### config.mk
export PLATFORM = sky130hd
export DESIGN_NAME = malu_top
export DESIGN_NICKNAME = d
export VERILOG_FILES = /design/src/rtl/malu_pkg.sv /design/src/rtl/malu_unmask.sv /design/src/rtl/malu_core.sv /design/src/rtl/malu_cflag.sv /design/src/rtl/malu_top.sv
export SDC_FILE = /design/constraint.sdc
export NUM_CORES = 1
export LEC_CHECK = 0
export BUFFER_PORTS_ARGS = -buffer_cell sky130_fd_sc_hd__buf_2
export CORE_ASPECT_RATIO = 1.2
export CORE_UTILIZATION = 45
export CTS_CLUSTER_SIZE = 20
export DETAILED_ROUTE_END_ITERATION = 12
export HOLD_SLACK_MARGIN = 0.05
export PLACE_DENSITY = 0.7
export SETUP_SLACK_MARGIN = 0.1
export SLEW_MARGIN = 20
export SYNTH_ARGS = -nofsm -noshare
export SYNTH_HDL_FRONTEND = slang
export SYNTH_HIERARCHICAL = 1
export SYNTH_SLANG_ARGS = --single-unit
### constraint.sdc
create_clock -name clk -period 6.2 [get_ports clk]
set_input_delay 0 -clock clk [delete_from_list [all_inputs] [get_ports clk]]
set_output_delay 0 -clock clk [all_outputs]
set_load 0.1 [all_outputs]
### src/rtl/malu_pkg.sv
package malu_pkg;

    typedef enum logic [3:0] {
        OP_XOR   = 4'd0,
        OP_AND   = 4'd1,
        OP_OR    = 4'd2,
        OP_ADD   = 4'd3,
        OP_SUB   = 4'd4,
        OP_SLL   = 4'd5,
        OP_SRL   = 4'd6,
        OP_ROTR  = 4'd7,
        OP_ADDCC = 4'd8,
        OP_ADDX  = 4'd9,
        OP_RDCF  = 4'd10,
        OP_WRCF  = 4'd11
    } op_e;

endpackage

### src/rtl/malu_unmask.sv
module malu_unmask #(
    parameter int W = 32,
    parameter int N = 2
) (
    input  logic [N-1:0][W-1:0] val_m,
    input  logic [N-1:0][W-1:0] mask,
    output logic [N-1:0][W-1:0] plain
);
    for (genvar i = 0; i < N; i++) begin : g_lane
        assign plain[i] = val_m[i] ^ mask[i];
    end
endmodule

### src/rtl/malu_core.sv
module malu_core
    import malu_pkg::*;
#(
    parameter int W = 32
) (
    input  op_e          op,
    input  logic [W-1:0] a,
    input  logic [W-1:0] b,
    input  logic         cin,
    output logic [W-1:0] raw,
    output logic         cout,
    output logic         cwe
);
    localparam int SHW = $clog2(W);

    logic [SHW-1:0]   amt;
    logic [W:0]       sum;
    logic [2*W-1:0]   dbl;

    assign amt = b[SHW-1:0];
    assign dbl = {a, a} >> amt;
    assign sum = {1'b0, a} + {1'b0, b} + {{W{1'b0}}, (op == OP_ADDX) & cin};

    always_comb begin
        raw  = '0;
        cout = cin;
        cwe  = 1'b0;
        unique case (op)
            OP_XOR:   raw = a ^ b;
            OP_AND:   raw = a & b;
            OP_OR:    raw = a | b;
            OP_ADD:   raw = a + b;
            OP_SUB:   raw = a - b;
            OP_SLL:   raw = a << amt;
            OP_SRL:   raw = a >> amt;
            OP_ROTR:  raw = dbl[W-1:0];
            OP_ADDCC, OP_ADDX: begin
                raw  = sum[W-1:0];
                cout = sum[W];
                cwe  = 1'b1;
            end
            OP_RDCF:  raw = {{(W-1){1'b0}}, cin};
            OP_WRCF: begin
                cout = a[0];
                cwe  = 1'b1;
            end
            default:  raw = '0;
        endcase
    end
endmodule

### src/rtl/malu_cflag.sv
module malu_cflag (
    input  logic clk,
    input  logic rst_n,
    input  logic we,
    input  logic d,
    output logic q
);
    always_ff @(posedge clk or negedge rst_n) begin
        if (!rst_n)  q <= 1'b0;
        else if (we) q <= d;
    end
endmodule

### src/rtl/malu_top.sv
module malu_top
    import malu_pkg::*;
#(
    parameter int W  = 32,
    parameter int OW = 4
) (
    input  logic          clk,
    input  logic          rst_n,
    input  logic          in_valid,
    input  logic [OW-1:0] op,
    input  logic [W-1:0]  opa_m,
    input  logic [W-1:0]  opb_m,
    input  logic [W-1:0]  mask_a,
    input  logic [W-1:0]  mask_b,
    input  logic [W-1:0]  mask_out,
    output logic          out_valid,
    output logic [W-1:0]  res_m
);
    logic [1:0][W-1:0] plain;
    logic [W-1:0]      raw;
    logic              carry_q;
    logic              carry_d;
    logic              carry_we;
    op_e               op_dec;

    assign op_dec = op_e'(op);

    malu_unmask #(.W(W), .N(2)) u_unmask (
        .val_m ({opb_m, opa_m}),
        .mask  ({mask_b, mask_a}),
        .plain (plain)
    );

    malu_core #(.W(W)) u_core (
        .op   (op_dec),
        .a    (plain[0]),
        .b    (plain[1]),
        .cin  (carry_q),
        .raw  (raw),
        .cout (carry_d),
        .cwe  (carry_we)
    );

    malu_cflag u_cflag (
        .clk   (clk),
        .rst_n (rst_n),
        .we    (in_valid & carry_we),
        .d     (carry_d),
        .q     (carry_q)
    );

    always_ff @(posedge clk or negedge rst_n) begin
        if (!rst_n) begin
            out_valid <= 1'b0;
            res_m     <= '0;
        end else begin
            out_valid <= in_valid;
            if (in_valid) res_m <= raw ^ mask_out;
        end
    end
endmodule

==> run_results.csv <==
group,metric,value,unit
synthesis,yosysTopAreaCell,"ha_1",
setup_path,critPathMaxStageDelay,0.55,ns
sta,rsz0062_at_grt,"false",
sta,fin_skew,0.004920,ns
setup_path,crit_chain,"buf_2 -> nor2b_1 -> nand2_1 -> o21ai_0 -> inv_1 -> ha_1 -> nor2b_1 -> o2111ai_1 -> a31oi_1 -> a31oi_1 -> nor4_1 -> o2111ai_1 -> a21oi_1 -> nand4_1 -> and3_1 -> or4_1 -> xnor2_1 -> a21oi_1",
die,die_h,178.3,um
power,powerDensity,242.3,nW/um^2
routing,routed_wl,50380,um
setup_path,crit_path_start_kind,"input port",
sta,worst-slew-pin-transition,1.080,ns
setup_path,cp_max_fo,10,
die,initial_core_util,45.78,%
sta,final.period_utilization,84.24,%
cts,cts-root-buf,"clkbuf_16",
cts,cts_made_buffers,5,
setup_path,crit_path_top_delay_cell,"nand2_1",
cts,cts_setup_buffers,0,
die,die-area,26560,sq um
cts,cts.hold.buffers_added,30,
sta,finalSetupTns,0,ns
synthesis,synth_nets,1829,
routing,via_per_inst,6.537,
synthesis,synth_edf_count,0,
sta,finalWorstSetupSlack,0.9768,ns
min_path,worstHoldEndpoint,"res_m[24]$_DFFE_PN0P_",
die,ios,200,
cts,htreeDepth,2,
synthesis,async_flop_share,100.0,%
setup_path,path_buf_inv,2,
synthesis,ys_top_cells_by_area,"ha_1 (10%), mux4_2 (9.3%), dfrtp_1 (7.3%), xnor2_1 (7.0%), xor2_1 (6.3%)",
cts,clkSinkCount,34,
routing,vias,13490,
setup_path,cp-end-kind,"flip-flop",
setup_path,r2r_end,"res_m[30]$_DFFE_PN0P_",
place,pre_cts_ws,1.008,ns
sta,finalMaxSlewViolations,0,
sta,fmax,0.1915,GHz
sta,setup_viol,0,
outcome,status,"completed",
setup_path,cpLargestDelayFamily,"simple AND/OR/NAND/NOR gates",
final_layout,finalNetCount,1997,
sta,holdWs,0.05894,ns
synthesis,syn_inst,1562,
global_route,overflow,0,
place,dp_hpwl,39560,um
setup_path,reg2reg_depth,15,
final_layout,area_growth,15.57,%
setup_path,path_depth,18,
cts,post_cts_resize_count,0,
global_route,grt_max_degree,81,
routing,drtPass1Iterations,6,
power,peakVddDrop,0.1407,mV
global_route,grt_antenna_before_repair,0,
global_route,grt_use_total,37.28,%
sta,slew_headroom,27.74,%
routing,drtIter0Drc,1460,
die,row_count,64,
die,core_area,25460,sq um
routing,ant_nets,0,
setup_path,r2r-start,"u_cflag/q$_DFFE_PN0P_",
min_path,hp-start,"mask_out[24]",
final_layout,final_common_cell,"buf_2",
cts,clk_latency,0.28,ns
cts,cts_tree,"built",
min_path,hp-class,"input port to flip-flop",
routing,avgRoutedWirePerCell,24.42,um
final_layout,mostFrequentLayoutCells,"buf_2 (199), nor2_1 (174), a21oi_1 (138)",
power,p_leak,5.929,nW
final_layout,final_cell_area,13470,sq um
synthesis,yosys_warnings,6,
synthesis,syn_area,11660,sq um
final_layout,final_layout_size_suffix_gt1_share,20.22,%
synthesis,yosysTopAreaCellShare,10.41,%
global_route,grt_pass1_vias,12300,
synthesis,yosysSeqAreaShare,7.298,%
setup_path,crit_type,"input port to flip-flop",
global_route,grt_first_pass_wirelength,74220,um
synthesis,ys_types,89,
setup_path,ff2ff_setup_slack,1.96,ns
synthesis,ys.flop_type,"dfrtp_1",
place,routabilityCongestion,1.097,
run,maxCapViolations,0,
routing,route.detailed.drc,0,
synthesis,syn_area_per_cell,7.464,sq um
synthesis,synth-seq-cells,34,
cts,clockBufferDepth,2,
min_path,min_path_cells,3,
die,die_x,148.9,um
place,portBuffers,199,
power,total_power,0.003265,W
place,postPlaceCellArea,12970,sq um
setup_path,cp.arrival,5.35,ns
setup_path,cp.required,6.33,ns
cts,clk_pin_slew,0.06,ns
sta,finalHoldViolCount,0,
sta,period_needed,5.223,ns
-- where the power goes --
part	switching [W]	internal, W	leakage (nW)
sequential	0.0000302	0.000274	0.380
clock	0.0000926	0.000231	0.0940
combinational	0.00177	0.000869	5.45
-- worst min-delay path: stages --
cell,delay [ns]
buf_2,0.09
xnor2_1,0.15
a21oi_2,0.06
-- cell families after synthesis --
kind of cell / after synthesis / synth area share (%)
AO/OA/AOI/OAI: 519 / 28.91
AND/OR/NAND/NOR: 410 / 16.38
buffers and inverters: 195 / 7.040
XOR/XNOR: 177 / 13.30
multiplexers: 127 / 16.15
adder cells (fa/ha/maj): 100 / 10.93
flip-flops: 34 / 7.298
-- layer usage --
metal	share of wire, %	global-route usage (%)	vias up	routed length [um]
li1	-	-	6068	-
met5	0	0	-	0
met3	9.8	4.680	165	4954
met4	6.9	22.83	0	3485
met2	46	60.78	873	22950
met1	38	46.70	6380	18990
-- metrics by stage --
| step | cells | util (%) |
|---|---|---|
| final | 2063 | 52.91 |
| after floorplan | 1562 | - |
| after CTS | 2061 | 52.89 |
| after global routing | 2061 | 52.89 |
| after global placement | 2023 | 50.95 |
| after detailed placement | 2023 | 50.95 |
-- synth_stat cells (all sizes together) (10+ instances only) --
master	instances
inv	81
dfrtp	34
buf	38
a21oi	156
ha	97
nand3	27
mux4	48
and2	10
o221ai	20
o21ai	115
clkbuf	75
a21o	33
nor2b	13
nand2b	18
o21a	10
a211oi	21
o22ai	44
xor2	84
nand4	13
a22oi	13
a31oi	23
o31ai	10
nor2	175
nand2	100
a221oi	13
nor3	20
xnor2	93
o211ai	11
mux2i	73
-- cell type report --
| class | count | area, sq um |
|---|---|---|
| Clock buffer | 5 | 125.1 |
| Antenna cell | 2 | 5.005 |
| Inverter | 82 | 307.8 |
| Sequential cell | 34 | 850.8 |
| Timing Repair Buffer | 274 | 1634 |
| Tap cell | 330 | 412.9 |
| Multi-Input combinational cell | 1333 | 10070 |
| Clock inverter | 3 | 68.82 |
| Fill cell | 2453 | 11990 |
-- worst max path at each step --
stage / startpoint / end
2_1_floorplan: mask_b[0] / res_m[31]$_DFFE_PN0P_
3_3_place_gp: op[2] / res_m[31]$_DFFE_PN0P_
3_5_place_dp: op[2] / res_m[31]$_DFFE_PN0P_
4_1_cts: op[2] / res_m[31]$_DFFE_PN0P_
5_1_grt: op[2] / res_m[31]$_DFFE_PN0P_
6_report: op[2] / res_m[31]$_DFFE_PN0P_
-- flip-flops by register name, summed over array words and instances, names as in the netlist --
name and cells:
res_m 32, out_valid 1, u_cflag/q 1
(Power assumes the default switching activity.)
